### config.mk
export PLATFORM = sky130hd
export DESIGN_NAME = serctl_regfile
export DESIGN_NICKNAME = d
export VERILOG_FILES = /design/src/rtl/serctl_pkg.sv /design/src/rtl/serctl_sync.sv /design/src/rtl/serctl_shift.sv /design/src/rtl/serctl_lockout.sv /design/src/rtl/serctl_bank.sv /design/src/rtl/serctl_regfile.sv
export SDC_FILE = /design/constraint.sdc
export NUM_CORES = 1
export LEC_CHECK = 0
export BUFFER_PORTS_ARGS = -buffer_cell sky130_fd_sc_hd__buf_2
export CAP_MARGIN = 5
export CORE_MARGIN = 5
export CORE_UTILIZATION = 26
export CTS_CLUSTER_SIZE = 24
export DETAILED_ROUTE_END_ITERATION = 10
export PLACE_DENSITY = 0.52
export SLEW_MARGIN = 30
export SYNTH_ARGS = -nofsm -noshare
export SYNTH_HDL_FRONTEND = slang
export SYNTH_SLANG_ARGS = --single-unit
### constraint.sdc
create_clock -name clk -period 3.1 [get_ports clk]
set_input_delay 0.31 -clock clk [delete_from_list [all_inputs] [get_ports clk]]
set_output_delay 0.31 -clock clk [all_outputs]
set_load 0.1 [all_outputs]
### src/rtl/serctl_pkg.sv
package serctl_pkg;
  localparam int WORD_W = 16;
  localparam int NREG   = 4;
  localparam int ADDR_W = $clog2(NREG);
  localparam int ADDR_LO = 9;

  typedef logic [WORD_W-1:0] word_t;
  typedef logic [ADDR_W-1:0] addr_t;

  // Image each register returns to on reset
  function automatic word_t reset_image(input int idx);
    case (idx)
      0:       return 16'h00FF;
      1:       return 16'h02FF;
      2:       return 16'h0400;
      default: return 16'h0690;
    endcase
  endfunction

  // Bits that a register actually keeps
  function automatic word_t keep_mask(input int idx);
    case (idx)
      0, 1:    return 16'h01FF;
      2:       return 16'h001F;
      default: return 16'h00FF;
    endcase
  endfunction
endpackage

### src/rtl/serctl_sync.sv
module serctl_sync #(
  parameter int W      = 3,
  parameter int STAGES = 2,
  parameter logic [W-1:0] IDLE = '0
) (
  input  logic         clk,
  input  logic         rst_n,
  input  logic [W-1:0] din,
  output logic [W-1:0] level,
  output logic [W-1:0] rise,
  output logic [W-1:0] fall
);
  logic [W-1:0] prev;

  for (genvar b = 0; b < W; b++) begin : g_bit
    logic [STAGES-1:0] chain;
    always_ff @(posedge clk or negedge rst_n) begin
      if (!rst_n) chain <= {STAGES{IDLE[b]}};
      else        chain <= {chain[STAGES-2:0], din[b]};
    end
    assign level[b] = chain[STAGES-1];
  end

  always_ff @(posedge clk or negedge rst_n) begin
    if (!rst_n) prev <= IDLE;
    else        prev <= level;
  end

  assign rise = level & ~prev;
  assign fall = ~level & prev;


  rise_single_chk: assert property (@(posedge clk) disable iff (!rst_n)
    rise[0] |=> !rise[0]);

  fall_single_chk: assert property (@(posedge clk) disable iff (!rst_n)
    fall[W-1] |=> !fall[W-1]);
endmodule

### src/rtl/serctl_shift.sv
module serctl_shift
  import serctl_pkg::*;
(
  input  logic  clk,
  input  logic  rst_n,
  input  logic  take,
  input  logic  dat,
  output word_t word
);
  always_ff @(posedge clk or negedge rst_n) begin
    if (!rst_n)    word <= '0;
    else if (take) word <= {word[WORD_W-2:0], dat};
  end


  shift_in_chk: assert property (@(posedge clk) disable iff (!rst_n)
    take |=> (word[0] == $past(dat)) && (word[WORD_W-1:1] == $past(word[WORD_W-2:0])));

  shift_hold_chk: assert property (@(posedge clk) disable iff (!rst_n)
    !take |=> $stable(word));
endmodule

### src/rtl/serctl_lockout.sv
module serctl_lockout #(
  parameter int CYCLES = 1024
) (
  input  logic clk,
  input  logic rst_n,
  output logic open_q
);
  localparam int CNT_W = $clog2(CYCLES + 1);
  localparam logic [CNT_W-1:0] LAST = CNT_W'(CYCLES);

  logic [CNT_W-1:0] cnt;

  always_ff @(posedge clk or negedge rst_n) begin
    if (!rst_n)           cnt <= '0;
    else if (cnt != LAST) cnt <= cnt + 1'b1;
  end

  assign open_q = (cnt == LAST);


  lock_sticky_chk: assert property (@(posedge clk) disable iff (!rst_n)
    open_q |=> open_q);
endmodule

### src/rtl/serctl_bank.sv
module serctl_bank
  import serctl_pkg::*;
(
  input  logic              clk,
  input  logic              rst_n,
  input  logic              commit,
  input  logic              open_q,
  input  word_t             word,
  output word_t [NREG-1:0]  regs
);
  addr_t           sel;
  logic [NREG-1:0] wr;

  assign sel = word[ADDR_LO +: ADDR_W];

  for (genvar i = 0; i < NREG; i++) begin : g_reg
    localparam word_t RST  = reset_image(i);
    localparam word_t KEEP = keep_mask(i);
    assign wr[i] = commit && open_q && (sel == addr_t'(i));
    always_ff @(posedge clk or negedge rst_n) begin
      if (!rst_n)     regs[i] <= RST & KEEP;
      else if (wr[i]) regs[i] <= word & KEEP;
    end
  end


  one_target_chk: assert property (@(posedge clk) disable iff (!rst_n)
    $onehot0(wr));

  lock_hold_chk: assert property (@(posedge clk) disable iff (!rst_n)
    !open_q |=> $stable(regs));

  idle_hold_chk: assert property (@(posedge clk) disable iff (!rst_n)
    !commit |=> $stable(regs));
endmodule

### src/rtl/serctl_regfile.sv
module serctl_regfile
  import serctl_pkg::*;
#(
  parameter int LOCK_CYCLES = 1024,
  parameter int SYNC_STAGES = 2
) (
  input  logic       clk,
  input  logic       rst_n,
  input  logic       sclk_i,
  input  logic       sdat_i,
  input  logic       slat_i,
  output logic [7:0] att_left,
  output logic       att_left_load,
  output logic [7:0] att_right,
  output logic       att_right_load,
  output logic       mute,
  output logic [1:0] deemph_sel,
  output logic       out_disable,
  output logic       zdet_en,
  output logic       fmt_i2s,
  output logic       lr_polarity,
  output logic       word_long,
  output logic       att_common,
  output logic [3:0] route
);
  // pin order inside the sync bundle: {latch, data, shift clock}
  logic [2:0] lvl, rise, fall;
  word_t      word;
  logic       open_q;
  word_t [NREG-1:0] regs;

  serctl_sync #(.W(3), .STAGES(SYNC_STAGES), .IDLE(3'b100)) u_sync (
    .clk(clk), .rst_n(rst_n), .din({slat_i, sdat_i, sclk_i}),
    .level(lvl), .rise(rise), .fall(fall));

  serctl_shift u_shift (
    .clk(clk), .rst_n(rst_n), .take(rise[0]), .dat(lvl[1]), .word(word));

  serctl_lockout #(.CYCLES(LOCK_CYCLES)) u_lock (
    .clk(clk), .rst_n(rst_n), .open_q(open_q));

  serctl_bank u_bank (
    .clk(clk), .rst_n(rst_n), .commit(fall[2]), .open_q(open_q),
    .word(word), .regs(regs));


  assign att_left       = regs[0][7:0];
  assign att_left_load  = regs[0][8];
  assign att_right      = regs[1][7:0];
  assign att_right_load = regs[1][8];

  assign mute        = regs[2][0];
  assign deemph_sel  = regs[2][2:1];
  assign out_disable = regs[2][3];
  assign zdet_en     = regs[2][4];

  assign fmt_i2s     = regs[3][0];
  assign lr_polarity = regs[3][1];
  assign word_long   = regs[3][2];
  assign att_common  = regs[3][3];
  assign route       = regs[3][7:4];


  reserved_zero_chk: assert property (@(posedge clk) disable iff (!rst_n)
    (regs[0][15:9] == '0) && (regs[1][15:9] == '0) && (regs[2][15:5] == '0) && (regs[3][15:8] == '0));
endmodule

; Word-level counts from Yosys, hierarchy flattened
; Index checks and enable logic that the tools add are counted.
[word_totals]
output_inout_bits = 31
wordCells = 26
register_bits = 62
in_bits = 5
[op_classes]
eq_ne = 5
n_bitwise = 4
n_addsub = 1
n_reduce_logical = 6
[ops]
columns = operator, n
row1 = $add A11 B1 Y11 const B, 1
row2 = $eq A11 B11 Y1 const B, 1
row3 = $ne A11 B11 Y1 const B, 1
row4 = $logic_and A1 B1 Y1, 5
row5 = $eq A2 B2 Y1 const B, 2
row6 = $and A3 B3 Y3, 1
row7 = $not A3 Y3, 1
row8 = $eq A2 B1 Y1 const B, 1
row9 = $logic_not A2 Y1, 1
row10 = $and A1 B1 Y1, 1
row11 = $not A1 Y1, 1

; Depth between registers and ports, before layout
[logic_depth]
depth_word = 4
mapped_depth = 6
depth_no_buf = 5

; Hierarchy
; Synthesis repeated with hierarchy kept, for this count alone.
[hier_totals]
hier_cells = 196
area_unflattened_um2 = 2964.1
[modules_own_cells]
columns = module, seq_area_each_um2, cells_each, area_each_um2, instances
row1 = serctl_bank, 798.3, 101, 1492.7, 1
row2 = serctl_shift, 400.4, 34, 649.4, 1
row3 = serctl_lockout, 275.3, 43, 518.0, 1
row4 = serctl_sync, 229.0, 18, 304.0, 1

; Worst setup path before layout
; OpenSTA, ideal clock, no wires.
[synth_timing]
path_type = reg-to-reg
start = register u_lock.cnt[0]
end = register u_bank.regs[8] in the netlist's numbering
path_buffers = 1
required_ns = 2.975
path_stages_with_launch = 7
arrival_time_ns = 1.720
synth_period_minus_slack_ns = 1.846
setup_time_ns = 0.125
path_slack_ns = 1.254
path_cell_list = dfrtp_1 -> inv_1 -> ha_1 -> nor2b_1 -> and4_1 -> buf_6 -> mux2_2
[synth_between]
elab_chain_cells = 3
[synth_rtl]
columns = element, line
row1 = start: declaration, serctl_lockout.sv:11  ; logic [CNT_W-1:0] cnt;
row2 = start signal: assignment, serctl_lockout.sv:15  ; else if (cnt != LAST) cnt <= cnt + 1'b1;
row3 = $eq A11 B11 Y1, serctl_lockout.sv:18  ; assign open_q = (cnt == LAST);
row4 = $logic_and A1 B1 Y1 (2 in series), serctl_bank.sv:19  ; assign wr[i] = commit && open_q && (sel == addr_t'(i));
row5 = end signal: indexed assignment, serctl_bank.sv:21  ; if (!rst_n) regs[i] <= RST & KEEP;
row6 = end signal: indexed assignment, serctl_bank.sv:22  ; else if (wr[i]) regs[i] <= word & KEEP;
row7 = end: declaration, serctl_bank.sv:9  ; output word_t [NREG-1:0] regs
; Every way passes these cells.
; A chain may end at the register's enable or synchronous reset.

; Final worst setup path
; Same ends and word-level chain as after synthesis.

==> flow_metrics.tcl <==
set metrics [dict create \
    setup_violations 0 \
    reg2reg_setup_slack_ns 0.93 \
    cap_violations 0 \
    swShare_pct 24.4 \
    track_usage_pct 8.57 \
    async_flop_share_pct 100 \
    startpoint_type "register" \
    cts_tree "yes" \
    place_congestion 0.717 \
    grt_pass1_vias 1462 \
    core_region_area_um2 9150 \
    synth_enable_flop_cells 0 \
    grt_max_degree 35 \
    yosysWarnings 0 \
    period_share_pct 69.9 \
    wl_mm 4.41 \
    routedWlPerCell_um 14.1 \
    critical_path_peak_fanout 9 \
    fp-row-count 35 \
    overflow 0 \
    hold_viol_final 0 \
    fmax_mhz 461 \
    firstDrtPassIters 4 \
    die_w_um 106 \
    timing.setup.tns_ns 0 \
    synth_area_um2 2420 \
    synth.distinct_cells 26 \
    clock_latency_ns 0.33 \
    grt_antenna_before_repair 0 \
    vias 1392 \
    reg2reg_depth 5 \
    syn_inst 150 \
    cp_data_arrival_time_ns 2.39 \
    hold_path.class "in2async" \
    fin_worst_skew_ns 0.00570 \
    initial_core_util_pct 26.4 \
    nNetsFinal 203 \
    drive_gt1_share_pct 59.2 \
    synth_nets 157 \
    vias_per_cell 4.46 \
    reg2reg_to "u_bank.regs[8]$_DFFE_PN0P_" \
    tightest_slew_ns 0.729 \
    peakVddDrop_v 0.000298 \
    cts-root-buf "clkbuf_8" \
    clock-sinks 61 \
    period_needed_ns 2.17 \
    seq_area_frac_synth_pct 64.3 \
    synth_top_flop_cell "dfrtp_1" \
    clock_power_share_pct 36.2 \
    outcome "completed" \
    switching_power_w 0.000399 \
    pwr-share-seq_pct 58.0 \
    drtIter0Drc 39 \
    htreeDepth 3 \
    cp_data_required_time_ns 3.32 \
    r2r_start "u_lock.cnt[0]$_DFFE_PN0P_" \
    cts_hold_buf 0 \
    p_int_w 0.00124 \
    final-seq-area_um2 1550 \
    dieHeight_um 106 \
    cts_resized 0 \
    n_fill_cell 916 \
    power_frac_comb_pct 5.8 \
    num_antenna_cells 0 \
    area_delta_synth_final_pct 19.9 \
    clockBufferDepth 2 \
    power-per-cell-area_nw_per_um2 564 \
    io-pin-count 36 \
    p_leak_nw 1.39 \
    grt_pass1_wl_mm 7.50 \
    hold_ws_ns 0.0346 \
    drv_slew 0 \
    drc_errors 0 \
    numPortBuffers 35 \
    avgSynthCellArea_um2 16.1 \
    path_clk_slew_ns 0.06 \
    post_cts_buffers 0 \
    rsz0062_at_grt "no" \
    cts_buffers 9 \
    slew_headroom_pct 51.4 \
    drt.antenna.violating_nets 0 \
    ys_ff_latch 61 \
    multi_input_area_um2 833 \
    crit_path_end_kind "register" \
    hpwl_mm 3.07 \
    criticalPathCategory "reg2reg" \
    die-area_um2 11300 \
]
worst max path at each step:
stage                                    startpoint                    endpoint  slack, ns  depth (start not counted)
final                     u_lock.cnt[0]$_DFFE_PN0P_  u_bank.regs[8]$_DFFE_PN0P_       0.93                          5
after global routing      u_lock.cnt[0]$_DFFE_PN0P_  u_bank.regs[8]$_DFFE_PN0P_       0.76                          5
after CTS                 u_lock.cnt[0]$_DFFE_PN0P_  u_bank.regs[8]$_DFFE_PN0P_       0.92                          5
after detailed placement  u_lock.cnt[0]$_DFFE_PN0P_  u_bank.regs[8]$_DFFE_PN0P_       0.91                          5
after global placement    u_lock.cnt[0]$_DFFE_PN0P_  u_bank.regs[8]$_DFFE_PN0P_       0.98                          5
after floorplan           u_lock.cnt[0]$_DFFE_PN0P_  u_bank.regs[8]$_DFFE_PN0P_       1.25                          6
Yosys cell counts, types with 2 or more instances:
library cell | instances | share of area, %
mux2_2 | 43 | 20
xor2_1 | 3 | 1.1
nor2b_1 | 2 | 0.52
ha_1 | 2 | 1.0
nand3_1 | 5 | 1.0
dfstp_2 | 21 | 23
nand4_1 | 3 | 0.78
xnor2_1 | 6 | 2.2
nand2_1 | 3 | 0.47
nor4bb_1 | 2 | 0.83
nor3_1 | 2 | 0.41
and4_1 | 2 | 0.73
inv_1 | 3 | 0.47
nand4_2 | 2 | 1.0
dfrtp_1 | 40 | 41
power by group through the flow:
stage	registers, W	clock network [W]	logic, W
after floorplan	0.000929	0	0.0000707
after global placement	0.000961	0	0.0000954
after detailed placement	0.000964	0	0.0000964
after CTS	0.000950	0.000620	0.0000971
after global routing	0.000965	0.000651	0.000107
final	0.000949	0.000592	0.0000945
sequential cells by signal (all words and copies together), names as in the netlist:
register and cells:
u_lock.cnt 11, u_sync.g_bit.chain 6, u_sync.prev 2, u_shift.word 11
u_bank.regs 31
critical path: stages, from the launching register on:
cell	delay [ns]
dfrtp_1	0.42
inv_1	0.11
ha_1	0.16
nor2b_1	0.41
and4_1	0.57
mux2_2	0.38
cell usage in the layout (no fill, tap or decap), types with 2 or more instances in the layout:
cell type  count
nor3_1         2
clkbuf_8      10
nand4_1        3
xnor2_1        6
clkbuf_1       4
inv_1          3
dfrtp_1       40
xor2_1         3
clkinv_2       2
buf_2         35
nand3_1        5
ha_1           2
mux2_2        43
and4_1         2
buf_4          3
dfstp_2       21
nor2b_1        2
nand2_1        3
nand4_2        2
nor4bb_1       2
logic make-up after synthesis:
logic type,after synthesis,share of synthesized area [%]
adders and majority gates,2,1.04
muxes,43,20.0
buffers and inverters,6,1.24
AOI/OAI and AO/OA,2,0.673
DFF,61,64.3
xor gates and xnor gates,9,3.26
and+or+nand+nor,27,9.48
metrics by stage:
step / instances / setup WS [ns] / utilization [%] / area, µm² / power, W
after floorplan: 150 / 1.25 / - / 2420 / 0.00100
after global placement: 296 / 0.984 / 29.9 / 2730 / 0.00106
after detailed placement: 296 / 0.913 / 29.9 / 2730 / 0.00106
after CTS: 312 / 0.919 / 31.6 / 2900 / 0.00167
after global routing: 312 / 0.762 / 31.6 / 2900 / 0.00172
final: 312 / 0.933 / 31.6 / 2900 / 0.00163
layout make-up:
| class | instances | area share [%] |
|---|---|---|
| clock buffers | 14 | 5.27 |
| clock inverters | 2 | 0.346 |
| multi-input cells | 83 | 28.8 |
| repair buffers | 38 | 6.83 |
| inverters | 3 | 0.389 |
| flip-flops and latches | 61 | 53.6 |
| well taps | 111 | 4.79 |
metal layers:
metal / wire length (µm) / up-vias / GRT usage, %
met4: 87 / 0 / 3.89
met5: 0 / - / 0
met1: 2160 / 715 / 11.7
met2: 1910 / 32 / 11.8
li1: - / 635 / -
met3: 257 / 10 / 3.46
Power figures use the tool's default switching activity.
